File: src/rtl/irq_regs_pkg.sv
package irq_regs_pkg;

   localparam int unsigned IRQ_SRC_N = 14;

   // Word addresses of the register group (3-bit address space)
   typedef enum logic [2:0] {
      RA_SET  = 3'd0,
      RA_CLR  = 3'd1,
      RA_MASK = 3'd2,
      RA_STAT = 3'd3,
      RA_RAW  = 3'd4
   } reg_addr_e;

   // Event bit positions shared by mask, status and raw view
   localparam int unsigned EV_RX_TRIG  = 0;
   localparam int unsigned EV_RX_EMPTY = 1;
   localparam int unsigned EV_RX_FULL  = 2;
   localparam int unsigned EV_TX_EMPTY = 3;
   localparam int unsigned EV_TX_FULL  = 4;
   localparam int unsigned EV_OVERRUN  = 5;
   localparam int unsigned EV_FRAMING  = 6;
   localparam int unsigned EV_PARITY   = 7;
   localparam int unsigned EV_TIMEOUT  = 8;
   localparam int unsigned EV_MODEM    = 9;
   localparam int unsigned EV_TX_TRIG  = 10;
   localparam int unsigned EV_TX_NFULL = 11;
   localparam int unsigned EV_TX_OVF   = 12;
   localparam int unsigned EV_RX_BRK   = 13;

endpackage

File: src/rtl/irq_wr_decode.sv
module irq_wr_decode #(
   parameter int unsigned NUM_SRC = 14,
   parameter int unsigned DATA_W  = 32,
   parameter int unsigned ADDR_W  = 3
) (
   input  logic [ADDR_W-1:0]  addr_i,
   input  logic               we_i,
   input  logic [DATA_W-1:0]  wdata_i,
   output logic [NUM_SRC-1:0] set_o,
   output logic [NUM_SRC-1:0] clr_o,
   output logic [NUM_SRC-1:0] w1c_o
);
   import irq_regs_pkg::*;

   logic [NUM_SRC-1:0] wbits;
   logic               unused_hi;

   assign wbits     = wdata_i[NUM_SRC-1:0];
   assign unused_hi = ^wdata_i[DATA_W-1:NUM_SRC];

   always_comb begin
      set_o = '0;
      clr_o = '0;
      w1c_o = '0;
      if (we_i) begin
         if (addr_i == ADDR_W'(RA_SET))  set_o = wbits;
         if (addr_i == ADDR_W'(RA_CLR))  clr_o = wbits;
         if (addr_i == ADDR_W'(RA_STAT)) w1c_o = wbits;
      end
   end

endmodule

File: src/rtl/irq_mask_bank.sv
module irq_mask_bank #(
   parameter int unsigned NUM_SRC = 14
) (
   input  logic               clk_i,
   input  logic               rst_ni,
   input  logic [NUM_SRC-1:0] set_i,
   input  logic [NUM_SRC-1:0] clr_i,
   output logic [NUM_SRC-1:0] mask_o
);
   logic [NUM_SRC-1:0] mask_q;

   // A clear on the same bit as a set wins
   always_ff @(posedge clk_i or negedge rst_ni) begin
      if (!rst_ni) mask_q <= '0;
      else         mask_q <= (mask_q | set_i) & ~clr_i;
   end

   assign mask_o = mask_q;

   assert_mask_set_R2: assert property (@(posedge clk_i) disable iff (!rst_ni)
      (|(set_i & ~clr_i)) |=> ((mask_q & $past(set_i & ~clr_i)) == $past(set_i & ~clr_i)));

   assert_mask_clr_R3: assert property (@(posedge clk_i) disable iff (!rst_ni)
      (|clr_i) |=> ((mask_q & $past(clr_i)) == '0));

   assert_mask_hold_R2: assert property (@(posedge clk_i) disable iff (!rst_ni)
      (set_i == '0 && clr_i == '0) |=> $stable(mask_q));

endmodule

File: src/rtl/irq_sticky_bank.sv
module irq_sticky_bank #(
   parameter int unsigned NUM_SRC = 14
) (
   input  logic               clk_i,
   input  logic               rst_ni,
   input  logic [NUM_SRC-1:0] evt_i,
   input  logic [NUM_SRC-1:0] en_i,
   input  logic [NUM_SRC-1:0] w1c_i,
   output logic [NUM_SRC-1:0] stat_o
);
   logic [NUM_SRC-1:0] stat_q;

   for (genvar b = 0; b < NUM_SRC; b++) begin : g_bit
      // New event beats a clear on the same edge
      always_ff @(posedge clk_i or negedge rst_ni) begin
         if (!rst_ni)                   stat_q[b] <= 1'b0;
         else if (evt_i[b] && en_i[b])  stat_q[b] <= 1'b1;
         else if (w1c_i[b])             stat_q[b] <= 1'b0;
      end
   end

   assign stat_o = stat_q;

   assert_capture_R5: assert property (@(posedge clk_i) disable iff (!rst_ni)
      (|(evt_i & en_i)) |=> ((stat_q & $past(evt_i & en_i)) == $past(evt_i & en_i)));

   assert_sticky_R6: assert property (@(posedge clk_i) disable iff (!rst_ni)
      (|(stat_q & ~w1c_i)) |=> ((stat_q & $past(stat_q & ~w1c_i)) == $past(stat_q & ~w1c_i)));

   assert_unmasked_R5: assert property (@(posedge clk_i) disable iff (!rst_ni)
      (|(~stat_q & ~(evt_i & en_i))) |=> ((stat_q & $past(~stat_q & ~(evt_i & en_i))) == '0));

endmodule

File: src/rtl/irq_rd_mux.sv
module irq_rd_mux #(
   parameter int unsigned NUM_SRC = 14,
   parameter int unsigned DATA_W  = 32,
   parameter int unsigned ADDR_W  = 3
) (
   input  logic [ADDR_W-1:0]  addr_i,
   input  logic [NUM_SRC-1:0] mask_i,
   input  logic [NUM_SRC-1:0] stat_i,
   input  logic [NUM_SRC-1:0] raw_i,
   output logic [DATA_W-1:0]  rdata_o
);
   import irq_regs_pkg::*;

   always_comb begin
      rdata_o = '0;
      if      (addr_i == ADDR_W'(RA_MASK)) rdata_o = DATA_W'(mask_i);
      else if (addr_i == ADDR_W'(RA_STAT)) rdata_o = DATA_W'(stat_i);
      else if (addr_i == ADDR_W'(RA_RAW))  rdata_o = DATA_W'(raw_i);
   end

endmodule

File: src/rtl/irq_ctrl_top.sv
module irq_ctrl_top #(
   parameter int unsigned NUM_SRC     = irq_regs_pkg::IRQ_SRC_N,
   parameter int unsigned DATA_W      = 32,
   parameter int unsigned ADDR_W      = 3,
   parameter bit          IRQ_REG_OUT = 1'b0
) (
   input  logic                clk_i,
   input  logic                rst_ni,
   input  logic [ADDR_W-1:0]   addr_i,
   input  logic                we_i,
   input  logic [DATA_W-1:0]   wdata_i,
   output logic [DATA_W-1:0]   rdata_o,
   input  logic [NUM_SRC-1:0]  raw_evt_i,
   output logic                irq_o
);
   import irq_regs_pkg::*;

   localparam int unsigned PEND_W = NUM_SRC;

   if (DATA_W <= NUM_SRC) begin : g_chk_width
      $error("irq_ctrl_top: DATA_W must exceed NUM_SRC");
   end
   if (ADDR_W < 3) begin : g_chk_addr
      $error("irq_ctrl_top: ADDR_W must be at least 3");
   end

   logic [NUM_SRC-1:0] set_v, clr_v, w1c_v, mask_v, stat_v;
   logic [PEND_W-1:0]  pend_v;

   irq_wr_decode #(.NUM_SRC(NUM_SRC), .DATA_W(DATA_W), .ADDR_W(ADDR_W)) u_dec (
      .addr_i (addr_i), .we_i (we_i), .wdata_i (wdata_i),
      .set_o  (set_v),  .clr_o (clr_v), .w1c_o (w1c_v)
   );

   irq_mask_bank #(.NUM_SRC(NUM_SRC)) u_mask (
      .clk_i (clk_i), .rst_ni (rst_ni),
      .set_i (set_v), .clr_i (clr_v), .mask_o (mask_v)
   );

   irq_sticky_bank #(.NUM_SRC(NUM_SRC)) u_stat (
      .clk_i (clk_i), .rst_ni (rst_ni),
      .evt_i (raw_evt_i), .en_i (mask_v), .w1c_i (w1c_v), .stat_o (stat_v)
   );

   irq_rd_mux #(.NUM_SRC(NUM_SRC), .DATA_W(DATA_W), .ADDR_W(ADDR_W)) u_rd (
      .addr_i (addr_i), .mask_i (mask_v), .stat_i (stat_v),
      .raw_i  (raw_evt_i), .rdata_o (rdata_o)
   );

   assign pend_v = stat_v & mask_v;

   if (IRQ_REG_OUT) begin : g_irq_reg
      logic irq_q;
      always_ff @(posedge clk_i or negedge rst_ni) begin
         if (!rst_ni) irq_q <= 1'b0;
         else         irq_q <= |pend_v;
      end
      assign irq_o = irq_q;
   end else begin : g_irq_comb
      assign irq_o = |pend_v;
   end

   assert_rd_wonly_zero_R4: assert property (@(posedge clk_i) disable iff (!rst_ni)
      (addr_i == ADDR_W'(RA_SET) || addr_i == ADDR_W'(RA_CLR)) |-> (rdata_o == '0));

   assert_rd_hi_zero_R9: assert property (@(posedge clk_i) disable iff (!rst_ni)
      (addr_i != ADDR_W'(RA_RAW)) |-> (rdata_o[DATA_W-1:NUM_SRC] == '0));

   assert_irq_needs_mask_R8: assert property (@(posedge clk_i) disable iff (!rst_ni)
      (mask_v == '0 && $past(mask_v) == '0) |-> !irq_o);

endmodule

File: config.mk
export PLATFORM = sky130hd
export DESIGN_NAME = irq_ctrl_top
export DESIGN_NICKNAME = d
export VERILOG_FILES = /design/src/rtl/irq_regs_pkg.sv /design/src/rtl/irq_wr_decode.sv /design/src/rtl/irq_mask_bank.sv /design/src/rtl/irq_sticky_bank.sv /design/src/rtl/irq_rd_mux.sv /design/src/rtl/irq_ctrl_top.sv
export SDC_FILE = /design/constraint.sdc
export NUM_CORES = 1
export LEC_CHECK = 0
export CORE_UTILIZATION = 30
export DETAILED_ROUTE_END_ITERATION = 16
export DONT_BUFFER_PORTS = 1
export GPL_TIMING_DRIVEN = 0
export PLACE_DENSITY_LB_ADDON = 0.3
export SKIP_LAST_GASP = 1
export SYNTH_ARGS = -nofsm -noshare
export SYNTH_HDL_FRONTEND = slang
export SYNTH_SLANG_ARGS = --single-unit
File: constraint.sdc
create_clock -name clk_i -period 1.3 [get_ports clk_i]
set_clock_uncertainty 0.15 [all_clocks]
set_input_delay 0.13 -clock clk_i [delete_from_list [all_inputs] [get_ports clk_i]]
set_output_delay 0.13 -clock clk_i [all_outputs]
set_load 0.01 [all_outputs]
==> flow_metrics.tcl <==
set metrics [dict create \
    status "complete, but fails checks" \
    violations "negative setup slack" \
    grt_max_degree 29 \
    drv_slew 0 \
    cp.required_ps 1020 \
    die_w_um 76.7 \
    post_drt_wl_per_cell_um 14.4 \
    syn_area_um2 1680 \
    r2r-start "u_mask.mask_o[9]" \
    cts-root-buf "clkbuf_8" \
    die_area_um2 5890 \
    hold_start "we_i" \
    antennaDiodeCount 0 \
    tns_ps -503 \
    dp_slack_ps -124 \
    cts.path.max_buffers 2 \
    min_path_cells 3 \
    cts_num_sinks 28 \
    yosysUniqueCellTypes 21 \
    grt_pass1_wl_um 7510 \
    whs_ps 98.2 \
    synth_seq_area_share 0.418 \
    final-setup-viol-count 2 \
    drive_above_1_share 0.199 \
    fp.dieH_um 76.7 \
    drt-total-wl_um 4620 \
    viasPerCell 4.78 \
    firstDrtPassIters 4 \
    synth_warnings 0 \
    initial_core_util 0.320 \
    htree_levels 1 \
    endpoint_kind "output port" \
    holdCritPathClass "in -> reg" \
    gp_congestion 0.764 \
    cts_made_buffers 3 \
    clock_latency_ps 270 \
    numPortBuffers 0 \
    io_pins 85 \
    setup_ws_ps -313 \
    crit_type "reg -> out" \
    rr_worst_depth 4 \
    critPathLaunchType "flip-flop" \
    syn_inst 196 \
    drtIter0Drc 73 \
    synth_seq_cells 28 \
    gr-total-overflow 0 \
    max_freq_ghz 0.620 \
    fin_crit_ps 1610 \
    num_vias 1534 \
    row_count 26 \
    finalCritPeriodShare 1.24 \
    antenna_found_initial 0 \
    peakVddDrop_v 0.000591 \
    p_leak_uw 0.000992 \
    maxCapViolCount 0 \
    cts_tree "built" \
    clk_pin_slew_ps 100 \
    worstSetupStartpoint "u_mask.mask_o[9]" \
    hold_viol_final 0 \
    nets 304 \
    rsz0062_at_grt "true" \
    nFillCells 535 \
    post-dp-hpwl_um 3200 \
    grt.total_usage 0.163 \
    drc 0 \
    detail-route-antenna-nets 0 \
    power-per-cell-area_nw_per_um2 1060 \
    coreArea_um2 5240 \
    syn2layout_area_growth_pct 36.6 \
    cp_data_arrival_time_ps 1330 \
    critPathMaxFanout 2 \
    power_uw 2430 \
    grt_pass1_vias 1490 \
    avgSynthCellArea_um2 8.55 \
]
-- timing repair --
item | in CTS | in global routing
gates resized for setup | 21 | 10
pin swaps | 1 | 2
endpoints found under the setup margin | 14 | 14
hold buffers | 31 | 0
hold endpoints to repair | 56 | 0
setup buffers | 1 | 2
-- final cells by class --
| class | instances | area (um2) | share of cell area |
|---|---|---|---|
| multi-input cells | 157 | 893 | 0.390 |
| flip-flops and latches | 28 | 701 | 0.306 |
| repair buffers | 34 | 343 | 0.150 |
| well taps | 70 | 87.6 | 0.0383 |
| plain buffers | 28 | 209 | 0.0913 |
| clock buffers | 4 | 55.1 | 0.0241 |
-- Yosys cell counts, drive strengths merged --
library cell	count	area, um2
nand2	56	210
o21ai	42	210
dfrtp	28	701
buf	26	198
mux2i	14	140
o31ai	14	105
a22oi	5	37.5
clkbuf	2	7.51
a221oi	1	8.76
a22o	1	8.76
and3	1	6.26
conb	1	3.75
nand2b	1	6.26
nand3b	1	7.51
nand4	1	6.26
nor3b	1	12.5
or2	1	6.26
-- stage by stage --
| step | utilization | area, um2 | cells |
|---|---|---|---|
| floorplan | - | 1740 | 213 |
| global placement | 0.349 | 1830 | 283 |
| detailed placement | 0.349 | 1830 | 283 |
| CTS | 0.428 | 2240 | 319 |
| global route | 0.437 | 2290 | 321 |
| finish | 0.437 | 2290 | 321 |
-- cell usage in the layout (no fill, tap or decap), types with 3 or more instances in the layout --
master	Yosys	final
buf_4	20	24
conb_1	1	18
o31ai_1	14	14
o21ai_2	0	13
nand2_1	56	56
buf_6	3	3
a22oi_1	5	4
clkbuf_8	0	4
dfrtp_1	28	28
o21ai_0	41	28
dlygate4sd3_1	0	30
mux2i_1	14	14
-- report_power, final --
part | leakage, uW | switching, uW | total (uW) | internal, uW
Combinational | 0.000652 | 361 | 708 | 347
Sequential | 0.000311 | 143 | 1170 | 1030
Clock | 0.0000288 | 279 | 550 | 272
Total | 0.000992 | 783 | 2430 | 1650
-- path summary, 6_finish.rpt --
path | endpoint | slack, ps
worst max-delay path | irq_o | -310
worst min-delay path | u_mask.mask_o[2] | 100
worst max register to register | u_mask.mask_o[9] | 210
worst min register to register | u_stat.stat_o[4] | 380
max in group asynchronous | u_mask.mask_o[7] | 700
min in group asynchronous | u_stat.stat_o[2] | 130
-- flip-flops by register name, indices dropped and copies added, names as in the netlist --
register / cells
u_mask.mask_o: 14
u_stat.stat_o: 14
-- routing by layer --
layer  wire (um)  share of wire  vias to the layer above  GRT usage
met5           0              0                        -          0
met4          13         0.0028                        0     0.0288
met3         240          0.052                        2     0.0286
met2        2200           0.48                       55      0.263
met1        2170           0.47                      711      0.229
li1            -              -                      766          -
-- critical path: stages, from the launching register on --
cell	delay [ps]
dfrtp_1	400
a22o_1	260
a221oi_2	190
nand4_1	220
-- cell families after synthesis --
kind of cell,share of synthesized area
AOI/OAI and AO/OA,0.221
buffers and inverters,0.122
DFF,0.418
muxes,0.0836
other,0.00224
and+or+nand+nor,0.152
Note: power is estimated with default switching activity, not from simulation.
